==> src/rtl/exp_cart_pkg.sv <==
package exp_cart_pkg;
    localparam int ADDR_W  = 19;
    localparam int DATA_W  = 8;
    localparam int FADDR_W = 17;

    localparam logic [ADDR_W-1:0] OFS_STB = 19'h20010;
    localparam logic [ADDR_W-1:0] OFS_SW  = 19'h20018;
    localparam logic [ADDR_W-1:0] OFS_RX  = 19'h60000;
    localparam logic [ADDR_W-1:0] OFS_TX  = 19'h60008;

    typedef enum logic [2:0] {
        SEL_NONE,
        SEL_BANK0,
        SEL_BANK1,
        SEL_STB,
        SEL_SW,
        SEL_RX,
        SEL_TX
    } sel_e;

    typedef enum logic {
        ACK_IDLE,
        ACK_HOLD
    } ack_state_e;
endpackage

==> src/rtl/exp_addr_decode.sv <==
module exp_addr_decode
    import exp_cart_pkg::*;
(
    input  logic [ADDR_W-1:0] addr,
    output sel_e              sel
);
    localparam int BANK_MSB = ADDR_W - 1;
    localparam int BANK_LSB = FADDR_W;

    logic [BANK_MSB-BANK_LSB:0] window;
    assign window = addr[BANK_MSB:BANK_LSB];

    always_comb begin
        sel = SEL_NONE;
        if (window == 2'b00)       sel = SEL_BANK0;
        else if (window == 2'b10)  sel = SEL_BANK1;
        else if (addr == OFS_STB)  sel = SEL_STB;
        else if (addr == OFS_SW)   sel = SEL_SW;
        else if (addr == OFS_RX)   sel = SEL_RX;
        else if (addr == OFS_TX)   sel = SEL_TX;
    end
endmodule

==> src/rtl/exp_link_port.sv <==
module exp_link_port
    import exp_cart_pkg::*;
#(
    parameter int ACK_LEN = 4
) (
    input  logic              clk,
    input  logic              rst_n,
    input  logic              stb_pin,
    input  logic              sw_pin,
    input  logic [DATA_W-1:0] rx_pin,
    input  logic              tx_wr,
    input  logic [DATA_W-1:0] tx_data,
    output logic              stb_lvl,
    output logic              sw_lvl,
    output logic [DATA_W-1:0] rx_byte,
    output logic [DATA_W-1:0] tx_byte,
    output logic              ack
);
    localparam int CNT_W = $clog2(ACK_LEN + 1);
    localparam logic [CNT_W-1:0] CNT_LOAD = CNT_W'(ACK_LEN - 1);

    logic [1:0] stb_sync, sw_sync;
    logic       stb_prev;

    always_ff @(posedge clk or negedge rst_n) begin
        if (!rst_n) begin
            stb_sync <= '0;
            sw_sync  <= '0;
            stb_prev <= 1'b0;
            rx_byte  <= '0;
        end else begin
            stb_sync <= {stb_sync[0], stb_pin};
            sw_sync  <= {sw_sync[0], sw_pin};
            stb_prev <= stb_sync[1];
            if (stb_sync[1] && !stb_prev) rx_byte <= rx_pin;
        end
    end

    assign stb_lvl = stb_sync[1];
    assign sw_lvl  = sw_sync[1];

    always_ff @(posedge clk or negedge rst_n) begin
        if (!rst_n)     tx_byte <= '0;
        else if (tx_wr) tx_byte <= tx_data;
    end

    ack_state_e state, state_nx;
    logic [CNT_W-1:0] cnt, cnt_nx;

    always_ff @(posedge clk or negedge rst_n) begin
        if (!rst_n) begin
            state <= ACK_IDLE;
            cnt   <= '0;
        end else begin
            state <= state_nx;
            cnt   <= cnt_nx;
        end
    end

    always_comb begin
        state_nx = state;
        cnt_nx   = cnt;
        unique case (state)
            ACK_IDLE: begin
                if (tx_wr) begin
                    state_nx = ACK_HOLD;
                    cnt_nx   = CNT_LOAD;
                end
            end
            ACK_HOLD: begin
                if (tx_wr) begin
                    cnt_nx = CNT_LOAD;
                end else if (cnt == '0) begin
                    state_nx = ACK_IDLE;
                end else begin
                    cnt_nx = cnt - 1'b1;
                end
            end
            default: state_nx = ACK_IDLE;
        endcase
    end

    always_comb begin
        ack = (state == ACK_HOLD);
    end

    // Window tracker for the acknowledge check
    localparam int SW_W = $clog2(ACK_LEN + 1) + 1;
    logic [SW_W-1:0] since_wr;
    logic            seen_wr;
    always_ff @(posedge clk or negedge rst_n) begin
        if (!rst_n) begin
            since_wr <= '0;
            seen_wr  <= 1'b0;
        end else if (tx_wr) begin
            since_wr <= '0;
            seen_wr  <= 1'b1;
        end else if (since_wr < SW_W'(ACK_LEN)) begin
            since_wr <= since_wr + 1'b1;
        end
    end

    // acknowledge high exactly for ACK_LEN clocks after the latest transmit write
    a_r9_ack_window: assert property (@(posedge clk) disable iff (!rst_n)
        ack == (seen_wr && (since_wr < SW_W'(ACK_LEN))));

    // the transmit byte changes only at a transmit write
    a_r8_tx_stable: assert property (@(posedge clk) disable iff (!rst_n)
        !tx_wr |=> $stable(tx_byte));

    // a rising acknowledge always follows a transmit write
    a_r9_ack_cause: assert property (@(posedge clk) disable iff (!rst_n)
        $rose(ack) |-> $past(tx_wr));
endmodule

==> src/rtl/exp_cart_decoder.sv <==
module exp_cart_decoder
    import exp_cart_pkg::*;
#(
    parameter int ACK_LEN = 4
) (
    input  logic                clk,
    input  logic                rst_n,
    input  logic [ADDR_W-1:0]   bus_addr,
    input  logic                bus_rd,
    input  logic                bus_wr,
    input  logic [DATA_W-1:0]   bus_wdata,
    output logic [DATA_W-1:0]   bus_rdata,
    output logic                flash_cs0,
    output logic                flash_cs1,
    output logic [FADDR_W-1:0]  flash_addr,
    output logic                flash_oe,
    output logic                flash_we,
    input  logic [DATA_W-1:0]   flash_rdata,
    input  logic                link_stb,
    input  logic                panel_sw,
    input  logic [DATA_W-1:0]   link_rx,
    output logic [DATA_W-1:0]   link_tx,
    output logic                link_ack
);
    sel_e sel;
    logic stb_lvl, sw_lvl, tx_wr, acc;
    logic [DATA_W-1:0] rx_byte;

    exp_addr_decode i_dec (
        .addr (bus_addr),
        .sel  (sel)
    );

    assign acc   = bus_rd | bus_wr;
    assign tx_wr = bus_wr && (sel == SEL_TX);

    exp_link_port #(.ACK_LEN(ACK_LEN)) i_link (
        .clk     (clk),
        .rst_n   (rst_n),
        .stb_pin (link_stb),
        .sw_pin  (panel_sw),
        .rx_pin  (link_rx),
        .tx_wr   (tx_wr),
        .tx_data (bus_wdata),
        .stb_lvl (stb_lvl),
        .sw_lvl  (sw_lvl),
        .rx_byte (rx_byte),
        .tx_byte (link_tx),
        .ack     (link_ack)
    );

    always_comb begin
        flash_cs0  = acc && (sel == SEL_BANK0);
        flash_cs1  = acc && (sel == SEL_BANK1);
        flash_addr = bus_addr[FADDR_W-1:0];
        flash_oe   = bus_rd && (flash_cs0 || flash_cs1);
        flash_we   = bus_wr && (flash_cs0 || flash_cs1);
    end

    always_comb begin
        bus_rdata = '1;
        if (bus_rd) begin
            unique case (sel)
                SEL_BANK0, SEL_BANK1: bus_rdata = flash_rdata;
                SEL_STB:              bus_rdata = {{(DATA_W-1){1'b0}}, stb_lvl};
                SEL_SW:               bus_rdata = {{(DATA_W-1){1'b0}}, sw_lvl};
                SEL_RX:               bus_rdata = rx_byte;
                default:              bus_rdata = '1;
            endcase
        end
    end

    // chip selects never overlap
    a_r4_one_cs: assert property (@(posedge clk) disable iff (!rst_n)
        $onehot0({flash_cs0, flash_cs1}));

    // no chip select without a strobe
    a_r4_cs_needs_strobe: assert property (@(posedge clk) disable iff (!rst_n)
        !acc |-> !(flash_cs0 || flash_cs1));

    // a read that reaches no bank and no register gives all ones
    a_r10_unmapped_ff: assert property (@(posedge clk) disable iff (!rst_n)
        (bus_rd && (sel == SEL_NONE || sel == SEL_TX)) |-> (bus_rdata == 8'hFF && !flash_cs0 && !flash_cs1));
endmodule

==> config.mk <==
export PLATFORM = sky130hd
export DESIGN_NAME = exp_cart_decoder
export DESIGN_NICKNAME = d
export VERILOG_FILES = /design/src/rtl/exp_cart_pkg.sv /design/src/rtl/exp_addr_decode.sv /design/src/rtl/exp_link_port.sv /design/src/rtl/exp_cart_decoder.sv
export SDC_FILE = /design/constraint.sdc
export NUM_CORES = 1
export LEC_CHECK = 0
export BUFFER_PORTS_ARGS = -buffer_cell sky130_fd_sc_hd__buf_2
export CAP_MARGIN = 20
export CELL_PAD_IN_SITES_DETAIL_PLACEMENT = 1
export CELL_PAD_IN_SITES_GLOBAL_PLACEMENT = 1
export CORE_MARGIN = 8
export CORE_UTILIZATION = 29
export DETAILED_ROUTE_END_ITERATION = 7
export PLACE_DENSITY_LB_ADDON = 0.1
export SYNTH_ARGS = -nofsm -noshare
export SYNTH_HDL_FRONTEND = slang
export SYNTH_HIERARCHICAL = 1
export SYNTH_SLANG_ARGS = --single-unit
==> constraint.sdc <==
create_clock -name clk -period 2.4 [get_ports clk]
set_clock_uncertainty 0.2 [all_clocks]
set_input_delay 0.36 -clock clk [delete_from_list [all_inputs] [get_ports clk]]
set_output_delay 0.36 -clock clk [all_outputs]
set_load 0.05 [all_outputs]
==> impl_metrics.tcl, run 1 <==
set metrics [dict create \
    n_antenna_cell 0 \
    clk_path_buf_depth 2 \
    dpl_cell_area_um2 2097 \
    die_h_um 88.61 \
    rsz0062_at_grt "true" \
    yosysTopAreaCell "dfrtp_1" \
    overflow 0 \
    syn-mean-instance-area_um2 11.95 \
    synth_seq_cells 25 \
    crit_fanout 7 \
    internal-power_uw 705.1 \
    clockPowerShare 0.237 \
    detail_route.vias_per_cell 4.656 \
    power_frac_seq 0.445 \
    path_class "in2out" \
    totalWireLength_um 4763 \
    start_util 0.2994 \
    grt_pass1_wl_um 7410 \
    die_area_um2 7852 \
    clkTransAtPathRegs_ns 0.08 \
    n_fill_cell 607 \
    die_w_um 88.61 \
    timing.hold.ws_ns 0.1215 \
    critPathLaunchType "primary input" \
    worstMarginPinSlew_ns 0.5501 \
    wl_per_cell_um 16.71 \
    grt_usage 0.1219 \
    max_freq_mhz 360.9 \
    synthFlopType "dfrtp_1" \
    rows 26 \
    slew_headroom 0.6333 \
    yosysWarnings 6 \
    synth_top_area_share 0.4092 \
    syn_area_um2 1529 \
    grt_max_degree 26 \
    clock_sinks 25 \
    finalNetCount 267 \
    p_per_area_nw_per_um2 440.1 \
    htree_levels 1 \
    fin_area_um2 2355 \
    areaGrowthSynthToFinish_pct 54.01 \
    drc_errors 0 \
    combPwrFrac 0.317 \
    synth_nets 179 \
    first_global_vias 1540 \
    numPortBuffers 86 \
    cp.required_ns 1.84 \
    layout_commonest_cell "buf_2" \
    setup_tns_ns -3.812 \
    layout-drive-gt1-share 0.7163 \
    fin_crit_ns 2.771 \
    slew_violations 0 \
    arrival_ns 2.21 \
    cts-root-buf "clkbuf_8" \
    worstHoldPathType "in2reg" \
    hpwl_um 3823 \
    core_area_um2 5107 \
    clock_latency_ns 0.26 \
    violations "setup timing" \
    synth_seq_area_share 0.4092 \
    cts_tree "yes" \
    status "complete, but fails checks" \
    place_congestion 0.7185 \
    final_cell_mix "buf_2 (69), dfrtp_1 (25), buf_4 (16)" \
    hold_violations 0 \
    fin_crit_sh 1.154 \
    worst_slack_ns -0.3705 \
    final_core_util 0.4610 \
    final-setup-viol-count 12 \
    ios 87 \
    synth_edf_count 0 \
    synth_cell_types 38 \
    p_sw_frac 0.3197 \
    maxCapViolations 0 \
    dr_total_vias 1327 \
    syn-instance-count 128 \
    ant_nets 0 \
    grt_antenna_before_repair 0 \
    p_sw_uw 331.3 \
    drt_pass1_iterations 4 \
    async_reset_ff_frac 1.000 \
    ys_top_cells_by_area "dfrtp_1 (41%), buf_4 (8.8%), mux2_4 (7.9%)" \
    cts_made_buffers 3 \
    drt_first_iter_violations 58 \
    ir_drop_mv 0.1651 \
    cp-end-kind "output port" \
    p_leak_uw 0.001216 \
]
worst max-delay path, stage by stage:
cell,delay [ns]
buf_2,0.12
nor4b_4,0.30
nand4_4,0.17
nor4b_4,0.28
or3_4,0.19
nand2b_4,0.15
o21ai_4,0.09
a221o_2,0.38
buf_6,0.16
through the flow:
stage / cells / setup slack [ns] / total power, uW
after floorplan: 128 / -0.1744 / 672.1
after global placement: 277 / -0.4072 / 759.2
after detailed placement: 277 / -0.4774 / 766.4
after CTS: 284 / -0.3568 / 1042
after global routing: 285 / -0.4481 / 1085
final: 285 / -0.3705 / 1036
synthesized netlist by cell type (3+ instances only):
master,number
mux2_2,9
a21oi_1,3
mux2_4,8
nor2_1,5
inv_1,4
buf_4,18
buf_2,4
nand2b_1,3
a21o_1,7
nand2_1,3
a221o_1,7
dfrtp_1,25
path summary, 6_finish.rpt:
check                               endpoint  cells after the start  slack, ns         startpoint
hold reg to reg            i_link/sw_sync[1]                      0       0.15  i_link/sw_sync[0]
max in group asynchronous  i_link/tx_byte[2]                      2       1.22              rst_n
setup reg to reg               i_link/cnt[1]                      5       0.80      i_link/cnt[0]
min in group asynchronous         i_link/ack                      2       0.42              rst_n
setup / recovery                bus_rdata[5]                      9      -0.37        bus_addr[6]
hold / removal             i_link/rx_byte[4]                      2       0.12         link_rx[4]
power groups by stage:
stage,Sequential (uW),Combinational [uW],Clock (uW)
after detailed placement,468,298,0
final,462,329,246
after CTS,462,325,255
after global placement,470,290,0
after floorplan,463,210,0
after global routing,465,347,273
logic make-up after synthesis:
| kind of cell | after synthesis | synth area share |
|---|---|---|
| multiplexers | 19 | 0.1579 |
| adder cells (fa/ha/maj) | 2 | 0.01636 |
| flip-flops | 25 | 0.4092 |
| buffers and inverters | 27 | 0.1187 |
| AND/OR/NAND/NOR | 31 | 0.1686 |
| AO/OA/AOI/OAI | 24 | 0.1293 |
state kept, by name (all words and copies together), names as in the netlist:
register,flops
i_link/rx_byte,8
i_link/tx_byte,8
i_link/cnt,3
i_link/stb_sync,2
i_link/sw_sync,2
i_link/ack,1
i_link/stb_prev,1
metal layers:
layer / wire length (um) / share of wire / track usage
met5: 0 / 0 / 0
met4: 66 / 0.014 / 0.04762
met3: 279 / 0.059 / 0.02971
met2: 2664 / 0.56 / 0.2335
met1: 1752 / 0.37 / 0.1222
repair_timing:
item | in CTS | in global routing
hold buffers | 3 | 0
resized for setup | 32 | 9
pin swaps | 7 | 4
endpoints found under the hold margin | 27 | 0
buffers inserted | 0 | 1
endpoints found under the setup margin | 20 | 21
cell type report:
cell class	count	area [um2]	share of cell area
repair buffers	106	714.4	0.3034
clock inverters	1	5.005	0.002125
flip-flops and latches	25	625.6	0.2657
multi-input cells	76	865.8	0.3677
well taps	70	87.58	0.03719
clock buffers	3	41.29	0.01753
inverters	4	15.01	0.006376
Power figures use the tool's default switching activity.
==> run 2, diff against run 1 <==
--- a/config.mk
+++ b/config.mk
@@ -5,14 +5,15 @@
 export SDC_FILE = /design/constraint.sdc
 export NUM_CORES = 1
 export LEC_CHECK = 0
-export BUFFER_PORTS_ARGS = -buffer_cell sky130_fd_sc_hd__buf_2
+export ABC_AREA = 1
+export BUFFER_PORTS_ARGS = -buffer_cell sky130_fd_sc_hd__buf_4
 export CAP_MARGIN = 20
 export CELL_PAD_IN_SITES_DETAIL_PLACEMENT = 1
 export CELL_PAD_IN_SITES_GLOBAL_PLACEMENT = 1
 export CORE_MARGIN = 8
-export CORE_UTILIZATION = 29
+export CORE_UTILIZATION = 27
 export DETAILED_ROUTE_END_ITERATION = 7
-export PLACE_DENSITY_LB_ADDON = 0.1
+export PLACE_DENSITY_LB_ADDON = 0.05
 export SYNTH_ARGS = -nofsm -noshare
 export SYNTH_HDL_FRONTEND = slang
 export SYNTH_HIERARCHICAL = 1
==> impl_metrics.tcl, run 2 <==
set metrics [dict create \
    ios 87 \
    slew_headroom 0.7506 \
    slew_violations 0 \
    p_per_area_nw_per_um2 399.4 \
    top_regs "i_link/rx_byte (8), i_link/tx_byte (8), i_link/cnt (3)" \
    overflow 0 \
    drt_first_iter_violations 23 \
    cts_tree "yes" \
    syn-mean-instance-area_um2 7.213 \
    synth_seq_cells 25 \
    numPortBuffers 86 \
    clock_latency_ns 0.26 \
    final-setup-viol-count 4 \
    worst_slack_ns -0.01453 \
    worstMarginPinSlew_ns 0.3740 \
    drt_pass1_iterations 4 \
    rr_worst_depth 8 \
    path_class "in2out" \
    hold_violations 0 \
    syn_area_um2 1565 \
    final_cell_mix "buf_4 (79), nand2_1 (69), dfrtp_1 (25)" \
    synth_nets 268 \
    grt_max_degree 26 \
    synth_edf_count 0 \
    async_reset_ff_frac 1.000 \
    die_w_um 92.14 \
    place_congestion 0.7359 \
    register_area_um2 625.6 \
    timing.hold.ws_ns 0.09366 \
    synth.most_common_cell "nand2_1" \
    totalWireLength_um 4989 \
    fin_crit_ns 2.415 \
    crit_fanout 7 \
    fin_crit_sh 1.006 \
    dr_total_vias 1598 \
    cts-root-buf "clkbuf_8" \
    finalNetCount 353 \
    power_frac_seq 0.431 \
    status "complete, but fails checks" \
    grt_pass1_wl_um 7921 \
    syn-instance-count 217 \
    ant_nets 0 \
    cp-end-kind "output port" \
    core_area_um2 5540 \
    p_leak_uw 0.001327 \
    critPathLaunchType "primary input" \
    rsz0062_at_grt "true" \
    ir_drop_mv 0.2163 \
    wl_per_cell_um 13.38 \
    synth_cell_types 21 \
    hpwl_um 3790 \
    maxCapViolations 0 \
    areaGrowthSynthToFinish_pct 69.14 \
    n_antenna_cell 0 \
    multiInputGateArea_um2 930.9 \
    whs_path_depth 3 \
    detail_route.vias_per_cell 4.284 \
    grt_antenna_before_repair 0 \
    first_global_vias 1693 \
    setup_tns_ns -0.02308 \
    synth_common_cells "nand2_1 (80), nand3_1 (29), dfrtp_1 (25)" \
    cp.required_ns 1.84 \
    yosysWarnings 6 \
    synth_top_area_share 0.3997 \
    p_sw_frac 0.3305 \
    die_h_um 92.14 \
    worstHoldPathType "in2reg" \
    start_util 0.2825 \
    synthFlopType "dfrtp_1" \
    combPwrFrac 0.338 \
    clkTransAtPathRegs_ns 0.09 \
    layout_commonest_cell "buf_4" \
    layout-drive-gt1-share 0.5216 \
    drc_errors 0 \
    synth_seq_area_share 0.3997 \
    die_area_um2 8490 \
    clk_path_buf_depth 2 \
    yosysTopAreaCell "dfrtp_1" \
    arrival_ns 1.85 \
    n_fill_cell 682 \
    clock_sinks 25 \
    grt_usage 0.1102 \
    violations "setup timing" \
    internal-power_uw 707.9 \
    clockPowerShare 0.230 \
    p_sw_uw 349.5 \
    max_freq_mhz 414.2 \
    ys_top_cells_by_area "dfrtp_1 (40%), nand2_1 (19%), nand3_1 (9.3%)" \
    cts_made_buffers 3 \
    htree_levels 1 \
    rows 27 \
]
run 2: cell count changes in the layout (fill, tap and decap cells not counted), moves of 8 or more:
cell / before / now
buf_2: 69 / 0
nor2_2: 0 / 9
mux2_2: 9 / 0
nand2_1: 3 / 69
nand3_2: 0 / 8
buf_4: 16 / 79
nand3_4: 0 / 9
inv_1: 4 / 18
mux2_4: 8 / 0
nand3_1: 0 / 14
nand2_2: 0 / 11
run 2: cells by family after synthesis:
logic type | count (synthesis) | share of synthesized area
DFF | 25 | 0.3997
AOI/OAI and AO/OA | 5 | 0.02558
adders and majority gates | 2 | 0.01598
buffers and inverters | 45 | 0.1711
and+or+nand+nor | 140 | 0.3877
run 2: final timing paths:
check                                    from                  to  slack, ns
min reg2reg                i_link/stb_sync[0]  i_link/stb_sync[1]       0.15
min                              bus_wdata[1]   i_link/tx_byte[1]       0.09
max reg2reg                     i_link/cnt[0]       i_link/cnt[0]       0.94
max                              bus_addr[14]        bus_rdata[1]      -0.01
max in group asynchronous               rst_n       i_link/cnt[0]       1.42
min in group asynchronous               rst_n       i_link/cnt[1]       0.33
run 2: final cells by class:
cell class | count | area share
Timing Repair Buffer | 99 | 0.3209
Multi-Input combinational cell | 148 | 0.3516
Inverter | 25 | 0.04017
Tap cell | 72 | 0.03403
Sequential cell | 25 | 0.2363
Clock buffer | 4 | 0.01701
run 2: what timing repair did:
action                                 4_1_cts  5_1_grt
buffers inserted                             1        2
setup endpoints to repair                   10       11
endpoints found under the hold margin       27        0
cloned                                       1        0
gates resized for setup                     37       46
hold buffers                                 3        0
pin swaps                                   12       15
run 2: critical path: stages:
cell and delay (ns):
buf_6 0.10, nor2_4 0.09, nand2_2 0.07, nor2_4 0.23
nand2_2 0.10, o21ai_4 0.23, o21ai_2 0.11, a21oi_4 0.17
buf_12 0.16, nand3_4 0.08, buf_8 0.16
run 2: through the flow:
step,total power (uW),setup slack [ns],std cells,cell area [um2],utilization
final,1057,-0.01453,373,2648,0.4779
after global routing,1108,-0.1427,373,2648,0.4779
after CTS,1040,0.01135,371,2440,0.4404
after detailed placement,759.0,-0.08474,363,2201,0.3972
after global placement,756.9,-0.08168,363,2201,0.3972
after floorplan,640.5,-0.09907,217,1565,-
run 2: power by group through the flow:
stage	logic [uW]	clock network, uW	registers (uW)
after floorplan	182	0	459
after detailed placement	295	0	465
after global placement	293	0	464
after global routing	383	267	459
after CTS	327	257	456
final	358	244	456
run 2: layer usage:
metal,track usage,vias to the layer above,part of all wire
met1,0.1331,732,0.42
met2,0.1913,43,0.53
met4,0.01208,0,0
met5,0,-,0
met3,0.03504,0,0.051
li1,-,823,-
